`src/rtl/irq_pkg.sv`:
```
package irq_pkg;
  typedef enum logic {
    SENSE_EDGE  = 1'b0,
    SENSE_LEVEL = 1'b1
  } sense_e;
endpackage

```
`src/rtl/irq_sync.sv`:
```
module irq_sync #(
  parameter int WIDTH  = 9,
  parameter int STAGES = 2
) (
  input  logic             clk,
  input  logic             rst_n,
  input  logic [WIDTH-1:0] async_i,
  output logic [WIDTH-1:0] sync_o
);
  logic [WIDTH-1:0] stage_q [STAGES];

  for (genvar s = 0; s < STAGES; s++) begin : g_stage
    always_ff @(posedge clk or negedge rst_n) begin
      if (!rst_n) begin
        stage_q[s] <= '0;
      end else if (s == 0) begin
        stage_q[s] <= async_i;
      end else begin
        stage_q[s] <= stage_q[(s == 0) ? 0 : s-1];
      end
    end
  end

  assign sync_o = stage_q[STAGES-1];
endmodule

```
`src/rtl/irq_latch.sv`:
```
module irq_latch
  import irq_pkg::*;
#(
  parameter int WIDTH = 9
) (
  input  logic             clk,
  input  logic             rst_n,
  input  logic [WIDTH-1:0] sync_i,
  input  logic [WIDTH-1:0] level_sel_i,
  input  logic [WIDTH-1:0] clr_i,
  output logic [WIDTH-1:0] pend_o
);
  logic [WIDTH-1:0] prev_q;
  logic [WIDTH-1:0] pend_q;

  always_ff @(posedge clk or negedge rst_n) begin
    if (!rst_n) prev_q <= '0;
    else        prev_q <= sync_i;
  end

  for (genvar b = 0; b < WIDTH; b++) begin : g_bit
    sense_e mode;
    logic   rise;
    assign mode = sense_e'(level_sel_i[b]);
    assign rise = sync_i[b] & ~prev_q[b];

    always_ff @(posedge clk or negedge rst_n) begin
      if (!rst_n) begin
        pend_q[b] <= 1'b0;
      end else if (mode == SENSE_LEVEL) begin
        pend_q[b] <= sync_i[b];
      end else begin
        pend_q[b] <= rise | (pend_q[b] & ~clr_i[b]);
      end
    end
  end

  assign pend_o = pend_q;
endmodule

```
`src/rtl/irq_gate.sv`:
```
module irq_gate #(
  parameter int MASK_W = 8
) (
  input  logic              pwr_pend_i,
  input  logic [MASK_W-1:0] req_pend_i,
  input  logic [MASK_W-1:0] mask_i,
  input  logic              enable_i,
  output logic              irq_o
);
  logic any_open;
  assign any_open = |(req_pend_i & ~mask_i);
  assign irq_o    = pwr_pend_i | (enable_i & any_open);
endmodule

```
`src/rtl/irq_capture.sv`:
```
module irq_capture #(
  parameter int USR_N       = 6,
  parameter int IOL_N       = 2,
  parameter int SYNC_STAGES = 2
) (
  input  logic                   clk,
  input  logic                   rst_n,
  input  logic                   pwr_dn_i,
  input  logic [USR_N-1:0]       usr_irq_i,
  input  logic [IOL_N-1:0]       iol_irq_i,
  input  logic                   level_mode_i,
  input  logic                   mask_wr_i,
  input  logic [USR_N+IOL_N-1:0] mask_data_i,
  input  logic                   en_wr_i,
  input  logic                   en_data_i,
  input  logic [USR_N+IOL_N:0]   clr_i,
  output logic [USR_N+IOL_N:0]   pend_o,
  output logic                   irq_o
);
  localparam int MASK_W = USR_N + IOL_N;
  localparam int TOTAL  = MASK_W + 1;

  logic [TOTAL-1:0]  raw;
  logic [TOTAL-1:0]  sync_q;
  logic [TOTAL-1:0]  level_sel;
  logic [MASK_W-1:0] mask_q;
  logic              en_q;

  assign raw       = {iol_irq_i, usr_irq_i, pwr_dn_i};
  assign level_sel = {{IOL_N{1'b1}}, {(USR_N+1){level_mode_i}}};

  irq_sync #(.WIDTH(TOTAL), .STAGES(SYNC_STAGES)) u_sync (
    .clk     (clk),
    .rst_n   (rst_n),
    .async_i (raw),
    .sync_o  (sync_q)
  );

  irq_latch #(.WIDTH(TOTAL)) u_latch (
    .clk         (clk),
    .rst_n       (rst_n),
    .sync_i      (sync_q),
    .level_sel_i (level_sel),
    .clr_i       (clr_i),
    .pend_o      (pend_o)
  );

  always_ff @(posedge clk or negedge rst_n) begin
    if (!rst_n) begin
      mask_q <= '0;
      en_q   <= 1'b0;
    end else begin
      if (mask_wr_i) mask_q <= mask_data_i;
      if (en_wr_i)   en_q   <= en_data_i;
    end
  end

  irq_gate #(.MASK_W(MASK_W)) u_gate (
    .pwr_pend_i (pend_o[0]),
    .req_pend_i (pend_o[TOTAL-1:1]),
    .mask_i     (mask_q),
    .enable_i   (en_q),
    .irq_o      (irq_o)
  );
endmodule

```
`config.mk`:
```
export PLATFORM = sky130hd
export DESIGN_NAME = irq_capture
export DESIGN_NICKNAME = d
export VERILOG_FILES = /design/src/rtl/irq_pkg.sv /design/src/rtl/irq_sync.sv /design/src/rtl/irq_latch.sv /design/src/rtl/irq_gate.sv /design/src/rtl/irq_capture.sv
export SDC_FILE = /design/constraint.sdc
export NUM_CORES = 1
export LEC_CHECK = 0
export BUFFER_PORTS_ARGS = -buffer_cell sky130_fd_sc_hd__buf_2
export CAP_MARGIN = 25
export CORE_ASPECT_RATIO = 0.9
export CORE_MARGIN = 3
export CORE_UTILIZATION = 56
export CTS_BUF_LIST = sky130_fd_sc_hd__clkbuf_4
export DETAILED_ROUTE_END_ITERATION = 8
export PLACE_DENSITY_LB_ADDON = 0.08
export SYNTH_ARGS = -nofsm -noshare
export SYNTH_HDL_FRONTEND = slang
export SYNTH_SLANG_ARGS = --single-unit
export TNS_END_PERCENT = 1
```
`constraint.sdc`:
```
create_clock -name clk -period 2.9 [get_ports clk]
set_clock_uncertainty 0.05 [all_clocks]
set_input_delay 0.435 -clock clk [delete_from_list [all_inputs] [get_ports clk]]
set_output_delay 0.435 -clock clk [all_outputs]
set_load 0.05 [all_outputs]
```
==> out/metrics.yaml, run 1 <==
holdBufCountCts: 0
antennaDiodeCount: 0
p_comb_frac: 0.118
first_pass_iters: 2
required_ns: 2.41
fill_cells: 164
grt_pass1_vias: 770
vias: 799
hold_violations: 0
setup_viol: 0
rows: 16
start_kind: "flip-flop"
routed_wl_mm: 2.05
io_buffers: 39
drv_cap: 0
p_per_area_nw_per_um2: 640
min_to: "u_sync.stage_q[17]$_DFF_PN0_"
p_leak_nw: 0.831
rr_worst_depth: 1
slew_viol_final: 0
antenna_found_initial: 0
htree_levels: 2
synth.avg_cell_area_um2: 15.3
p_int_w: 0.000785
r2r-end: "mask_q[6]$_DFFE_PN0P_"
drt_iter0_markers: 25
max_freq_mhz: 489
area_growth_pct: 19.5
finalSetupTns_ns: 0
timing.rr.start: "mask_q[6]$_DFFE_PN0P_"
yosys.area.top_type: "dfrtp_1"
yosysUniqueCellTypes: 12
remaining_drc_errors: 0
ys_ff_latch: 43
postCtsResizedCells: 0
ir_worst_vdd_uv: 553
critPathKind: "flip-flop to output pin"
grt_max_degree: 44
synth_cells: 90
synth_area_leaders: "dfrtp_1 78%, mux2_2 7.3%, inv_1 3.8%, o31ai_1 3.3%, o21ai_0 2.2%"
die_h_um: 53.1
start_util: 0.611
syn-num-nets: 122
arrival_ns: 1.56
yosysSeqAreaShare: 0.779
p_switching_w: 0.000270
p_seq_frac: 0.620
gp_congestion: 0.735
die_area_um2: 3100
ant_nets: 0
grtUsageTotal: 0.156
grt_remaining_overflow: 0
cts_buffer_depth: 2
post_drt_via_cell_ratio: 4.96
cts_tree: "done"
wl_per_cell_um: 12.7
synth_warnings: 0
nets: 165
dp_hpwl_mm: 1.53
cp_max_fo: 2
slew_headroom: 0.408
cts_sinks: 43
cts_buffers: 5
grt_first_pass_wirelength_mm: 3.36
die_x_um: 58.4
cts_root_buffer: "clkbuf_4"
synthesis.area_um2: 1380
hp-class: "primary input to flip-flop"
synth_top_area_share: 0.779
pwr-share-clk: 0.262
rrSetupSlack_ns: 2.09
fin_area_um2: 1650
io_pins: 42
period_share: 0.706
core-area_um2: 2260
hold_start: "iol_irq_i[1]"
end_kind: "output pin"
worst_slew_pin_slew_ns: 0.889
rsz0062_at_grt: "no"
clk_pin_slew_ns: 0.11
p_sw_frac: 0.256
status: "finished, final reports clean"
insertion_delay_ns: 0.33
post_cts_buffers: 0
fin_crit_ns: 2.05
place_area_um2: 1590
min_path_cells: 1
drive_above_1_share: 0.418
[cells by family (layout without fill, tap and decap cells)]
logic type | Yosys count | after routing | share of synthesized area
flip-flops | 43 | 43 | 0.779
AO/OA/AOI/OAI | 18 | 18 | 0.0851
multiplexers | 9 | 9 | 0.0734
AND/OR/NAND/NOR | 3 | 3 | 0.0118
buffers and inverters | 17 | 61 | 0.0507
[worst max-delay path: stages, from the launching register on]
cell and delay [ns]:
dfrtp_1 0.39, inv_1 0.08, o22ai_1 0.10, o41ai_1 0.37, nand2b_1 0.08, buf_2 0.21
[how the worst max path moves through the flow]
| stage | end | startpoint |
|---|---|---|
| finish | irq_o | u_latch.pend_o[5]$_DFF_PN0_ |
| global route | irq_o | u_latch.pend_o[4]$_DFF_PN0_ |
| CTS | irq_o | u_latch.pend_o[4]$_DFF_PN0_ |
| detailed placement | irq_o | u_latch.pend_o[4]$_DFF_PN0_ |
| global placement | irq_o | u_latch.pend_o[5]$_DFF_PN0_ |
| floorplan | irq_o | u_latch.pend_o[5]$_DFF_PN0_ |
[metal layers]
metal,global-route usage,share of wire,vias up,routed length (um)
li1,-,-,386,-
met1,0.191,0.44,379,902
met2,0.234,0.46,29,947
met3,0.0585,0.081,5,165
met4,0.0927,0.016,0,32
met5,0,0,-,0
[cell usage after synthesis]
cell / number
o31ai_1: 6
mux2_2: 9
buf_4: 1
dfrtp_1: 43
inv_1: 14
nand2b_1: 2
nor2_1: 1
o21ai_0: 6
a22o_1: 1
buf_2: 2
o41ai_1: 1
o22ai_1: 4
[power groups by stage]
stage          Sequential (W)  Combinational [W]  Clock (W)
6_report             0.000655           0.000125   0.000277
5_1_grt              0.000660           0.000135   0.000312
4_1_cts              0.000655           0.000127   0.000289
3_5_place_dp         0.000667           0.000127          0
3_3_place_gp         0.000666           0.000124          0
2_1_floorplan        0.000694          0.0000492          0
[registers in the layout (all words and copies together) (netlist names)]
register	cells
u_sync.sync_o	9
u_latch.pend_o	9
en_q	1
u_latch.prev_q	7
mask_q	8
u_sync.stage_q	9
[final cells by class]
class / count / area, um2 / area share
multi-input combinational: 30 / 235 / 0.143
tap: 27 / 33.8 / 0.0205
inverter: 14 / 52.6 / 0.0318
clock inverter: 2 / 12.5 / 0.00758
sequential: 43 / 1080 / 0.652
clock buffer: 6 / 45.0 / 0.0273
timing repair buffer: 39 / 195 / 0.118
[through the flow]
step,std cells,power (W),setup WS (ns),util,hold slack (ns)
after floorplan,90,0.000743,0.972,-,0.0894
after global placement,153,0.000790,1.22,0.704,0.282
after detailed placement,153,0.000794,1.21,0.704,0.285
after CTS,161,0.00107,0.815,0.730,0.129
after global routing,161,0.00111,0.721,0.730,0.113
final,161,0.00106,0.853,0.730,0.148
[layout by cell type (no fill, tap or decap), drive strengths merged]
cell type	instances
inv	14
clkinv	1
o31ai	6
o22ai	4
a22o	1
clkinvlp	1
mux2	9
buf	39
dfrtp	43
clkbuf	6
o21ai	6
nand2b	2
nor2	1
o41ai	1
(Power assumes the default switching activity.)
==> run 2: changes to the inputs <==
Settings changed: ABC_AREA set to 1, CORE_UTILIZATION 56 to 52.
Clock period 2.9 ns to 1.96 ns, I/O delays scaled along.
==> run 2 against run 1 <==
Final cell count grew 24%. Critical endpoint unchanged. Routed wire length grew 20%. Register-to-register slack lost 0.96 ns. Setup slack lost 0.60 ns. Non-clock buffer count grew 12. Clock-buffer cell count shrank 1. Global-route usage grew 2.1 points. Critical path depth grew 2. Critical path type unchanged. Synthesized cell count grew 29%.
==> out/metrics.yaml, run 2 <==
start_kind: "flip-flop"
cts_buffers: 5
p_per_area_nw_per_um2: 937
rrSetupSlack_ns: 1.13
synth_warnings: 0
crit_chain: "nand2_1 -> nand2_1 -> nor2_1 -> nand2_1 -> nand2_1 -> nand2_1 -> buf_2"
ys_ff_latch: 43
routed_wl_mm: 2.46
first_pass_iters: 4
antennaDiodeCount: 0
max_freq_mhz: 586
ir_worst_vdd_uv: 583
place_area_um2: 1640
critPathTopFamily: "flip-flops"
dp_hpwl_mm: 1.76
period_share: 0.870
async_flop_share: 1.00
yosys.area.top_type: "dfrtp_1"
antenna_found_initial: 0
final_common_cell: "dfrtp_1"
grt_first_pass_wirelength_mm: 4.17
hold_start: "clr_i[0]"
yosysSeqAreaShare: 0.759
end_kind: "output pin"
gp_congestion: 0.724
post_drt_via_cell_ratio: 4.79
worst_slew_pin_slew_ns: 0.558
min_path_cells: 2
hp-class: "primary input to flip-flop"
remaining_drc_errors: 0
start_util: 0.560
synth_cells: 116
rr_worst_depth: 3
fin_area_um2: 1810
rows: 17
slew_headroom: 0.628
cp_max_fo: 3
drive_above_1_share: 0.285
r2r-end: "u_latch.pend_o[6]$_DFF_PN0_"
status: "finished, final reports clean"
rsz0062_at_grt: "no"
setup_viol: 0
synth.avg_cell_area_um2: 12.2
min_to: "u_latch.pend_o[0]$_DFF_PN0_"
path_buf_inv: 1
slowest_stage: "dfrtp_1"
htree_levels: 2
drt_iter0_markers: 25
yosysUniqueCellTypes: 9
final_cells: 200
synth_ff_type: "dfrtp_1"
io_buffers: 39
cts_buffer_depth: 2
wl_per_cell_um: 12.3
die_h_um: 55.5
arrival_ns: 1.36
die_x_um: 61.0
synth-edff-count: 0
die_area_um2: 3390
critPathKind: "flip-flop to output pin"
hold_violations: 0
cts_root_buffer: "clkbuf_4"
ant_nets: 0
required_ns: 1.62
insertion_delay_ns: 0.34
post_cts_buffers: 0
synth_area_leaders: "dfrtp_1 76%, nand2_1 6.1%, inv_1 5.8%, o21ai_0 5.3%, o31ai_1 3.7%"
synthesis.area_um2: 1420
crit_path_max_incr_delay_ns: 0.42
timing.rr.start: "u_latch.prev_q[6]$_DFF_PN0_"
synth_top_area_share: 0.759
core-area_um2: 2530
grt_pass1_vias: 976
postCtsResizedCells: 0
p_leak_nw: 0.959
vias: 958
syn-num-nets: 148
finalSetupTns_ns: 0
cts_sinks: 43
cts_tree: "done"
place_inst: 182
cpMostUsedCell: "nand2_1"
drv_cap: 0
clk_pin_slew_ns: 0.11
grt_remaining_overflow: 0
area_growth_pct: 27.9
grtUsageTotal: 0.177
fin_total_pwr_w: 0.00170
slew_viol_final: 0
nets: 203
holdBufCountCts: 10
yosys-top-cells-count: "43 x dfrtp_1, 23 x nand2_1, 22 x inv_1"
grt_max_degree: 28
post-synth-top-count-cell: "dfrtp_1"
io_pins: 42
fin_crit_ns: 1.71
final_cell_mix: "43 x dfrtp_1, 39 x buf_2, 23 x nand2_1"
[run 2: cell count changes after synthesis, moves of 4 or more]
cell     previous run  this run
nand2_1             0        23
o21ai_0             6        15
inv_1              14        22
mux2_2              9         1
o22ai_1             4         0
[run 2: per-stage QoR]
step                hold WS [ns]  setup WS (ns)  utilization
floorplan                -0.0516          0.367            -
global placement           0.262          0.634        0.647
detailed placement         0.271          0.630        0.647
CTS                       0.0454          0.224        0.716
global route              0.0338          0.126        0.716
finish                    0.0622          0.255        0.716
[run 2: kinds of logic after synthesis]
logic type             after synthesis  share of synthesized area
flip-flops                          43                      0.759
AND/OR/NAND/NOR                     25                     0.0662
buffers and inverters               25                     0.0768
AO/OA/AOI/OAI                       22                     0.0900
multiplexers                         1                    0.00794
[run 2: area by class of cell]
class                      instances  area (um2)
timing repair buffer              51         310
clock buffer                       5        37.5
sequential                        43        1080
fill                             175         718
clock inverter                     3        38.8
tap                               28        35.0
multi-input combinational         48         233
inverter                          22        82.6
[run 2: worst reg2reg max path: cells and delay by family, from the launching register on]
| kind | cells | cell delay (ns) |
|---|---|---|
| AO/OA/AOI/OAI | 2 | 0.30 |
| flip-flops | 1 | 0.34 |
| buffers and inverters | 1 | 0.03 |
[run 2: layer usage]
layer / global-route usage / up-vias / routed length, um
met5: 0 / - / 0
met1: 0.197 / 447 / 1040
met2: 0.276 / 35 / 1200
li1: - / 470 / -
met3: 0.0818 / 6 / 156
met4: 0.0898 / 0 / 71
[run 2: power breakdown]
part | internal, W | leakage (nW) | switching [W] | total [W]
logic | 0.0000714 | 0.410 | 0.000134 | 0.000206
registers | 0.000943 | 0.507 | 0.0000226 | 0.000966
clock network | 0.000262 | 0.0426 | 0.000265 | 0.000527
[run 2: worst max path at each step]
| stage | depth (start not counted) | from | slack (ns) | to |
|---|---|---|---|---|
| after floorplan | 6 | u_latch.pend_o[1]$_DFF_PN0_ | 0.37 | irq_o |
| after global placement | 7 | u_latch.pend_o[3]$_DFF_PN0_ | 0.63 | irq_o |
| after detailed placement | 8 | mask_q[4]$_DFFE_PN0P_ | 0.63 | irq_o |
| after CTS | 8 | mask_q[4]$_DFFE_PN0P_ | 0.22 | irq_o |
| after global routing | 7 | u_latch.pend_o[3]$_DFF_PN0_ | 0.13 | irq_o |
| final | 7 | u_latch.pend_o[3]$_DFF_PN0_ | 0.25 | irq_o |
==> run 3: changes to the inputs <==
Settings changed: ABC_AREA 1 to 0.
==> run 3 against run 2 <==
Non-clock buffer count did not move. Routed wire length fell by 5.2%. Final cell count fell by 13%. Largest cell class unchanged. Combinational power rose by 4%. Clock power fell by 21%.
==> out/metrics.yaml, run 3 (synthesis results as in run 1) <==
period_share: 0.943
start_kind: "flip-flop"
area_growth_pct: 29.2
drv_cap: 0
cts_buffer_depth: 2
start_util: 0.555
fin_util: 0.717
fin_total_pwr_w: 0.00160
slew_headroom: 0.403
antennaDiodeCount: 0
finalSetupTns_ns: 0
multi_input_area_um2: 249
grt_remaining_overflow: 0
grt_first_pass_wirelength_mm: 3.51
drt_iter0_markers: 16
cp_max_fo: 2
critPathTopFamily: "compound AO/OA/AOI/OAI gates"
antenna_found_initial: 0
cts_root_buffer: "clkbuf_4"
dp_hpwl_mm: 1.52
io_pins: 42
final_cells: 174
grt_pass1_vias: 797
end_kind: "output pin"
post_drt_via_cell_ratio: 4.97
die_x_um: 60.3
gp_congestion: 0.711
place_ws_ns: 0.408
first_pass_iters: 4
drive_above_1_share: 0.438
setup_ws_ns: 0.112
final_cell_mix: "43 x dfrtp_1, 38 x buf_2, 11 x inv_1"
place_inst: 154
grtUsageTotal: 0.158
cts_tree: "done"
slew_viol_final: 0
ant_nets: 0
hp-class: "primary input to async pin"
p_leak_nw: 0.889
p_per_area_nw_per_um2: 899
critPathKind: "flip-flop to output pin"
rows: 17
ff_latch_area_um2: 1080
status: "finished, final reports clean"
arrival_ns: 1.50
crit_path_max_incr_delay_ns: 0.40
io_buffers: 39
rsz0062_at_grt: "no"
die_h_um: 54.9
max_freq_mhz: 541
insertion_delay_ns: 0.34
path_buf_inv: 2
slowest_stage: "dfrtp_1"
die_area_um2: 3310
htree_levels: 2
setup_viol: 0
ir_worst_vdd_uv: 789
worst_slew_pin_slew_ns: 0.895
clk_pin_slew_ns: 0.11
wl_per_cell_um: 13.4
vias: 865
required_ns: 1.62
nets: 177
cts_sinks: 43
remaining_drc_errors: 0
final_common_cell: "dfrtp_1"
fin_crit_ns: 1.85
crit_chain: "inv_2 -> o22ai_1 -> o41ai_2 -> nand2b_1 -> buf_6"
routed_wl_mm: 2.34
hold_violations: 0
fill_cells: 187
cts_buffers: 5
grt_max_degree: 44
core-area_um2: 2490
run 3: cell types whose count changed in the layout (fill, tap and decap cells not counted), moves of 2 or more:
cell	change
nand2_1	-23
inv_1	-11
o21ai_0	-9
mux2_2	+8
inv_2	+3
o22ai_1	+3
nand2b_1	+2
run 3: area by class of cell:
| class | instances | area share |
|---|---|---|
| Sequential cell | 43 | 0.603 |
| Inverter | 14 | 0.0295 |
| Clock inverter | 2 | 0.00701 |
| Timing Repair Buffer | 51 | 0.176 |
| Multi-Input combinational cell | 30 | 0.140 |
| Clock buffer | 6 | 0.0252 |
| Tap cell | 28 | 0.0196 |
run 3: where the power goes:
group          total, W  switching [W]  internal [W]
registers      0.000972      0.0000269      0.000945
logic          0.000215       0.000127     0.0000883
clock network  0.000416       0.000264      0.000152
run 3: repair_timing:
action,4_1_cts,5_1_grt
setup buffers,0,3
setup endpoints to repair,0,1
hold buffers,9,0
endpoints found under the hold margin,9,0
gates resized for setup,0,8
run 3: worst reg2reg max path, delay by kind of cell (launching register included):
kind | cells | cell delay, ns
buffers and inverters | 2 | 0.16
DFF | 1 | 0.37
AOI/OAI and AO/OA | 1 | 0.25
run 3: layer usage:
metal / up-vias / track usage / part of all wire
li1: 414 / - / -
met1: 417 / 0.176 / 0.41
met2: 30 / 0.261 / 0.51
met3: 4 / 0.0487 / 0.062
met4: 0 / 0.111 / 0.020
met5: - / 0 / 0
run 3: path summary, 6_finish.rpt:
kind | slack [ns] | startpoint | to | depth (start not counted)
setup reg to reg | 1.02 | u_latch.pend_o[4]$_DFF_PN0_ | u_latch.pend_o[4]$_DFF_PN0_ | 3
max in group asynchronous | 1.29 | rst_n | u_latch.pend_o[8]$_DFF_PN0_ | 1
hold / removal | 0.01 | rst_n | u_latch.prev_q[2]$_DFF_PN0_ | 1
min in group clk | 0.05 | clr_i[2] | u_latch.pend_o[2]$_DFF_PN0_ | 2
setup / recovery | 0.11 | u_latch.pend_o[5]$_DFF_PN0_ | irq_o | 5
hold reg to reg | 0.31 | u_sync.sync_o[8]$_DFF_PN0_ | u_latch.pend_o[8]$_DFF_PN0_ | 0
run 3: per-stage QoR:
| stage | hold slack, ns | instance area, um2 |
|---|---|---|
| 2_1_floorplan | -0.0516 | 1380 |
| 3_3_place_gp | 0.282 | 1590 |
| 3_5_place_dp | 0.285 | 1590 |
| 4_1_cts | 0.0290 | 1740 |
| 5_1_grt | 0.0367 | 1780 |
| 6_report | 0.0127 | 1780 |
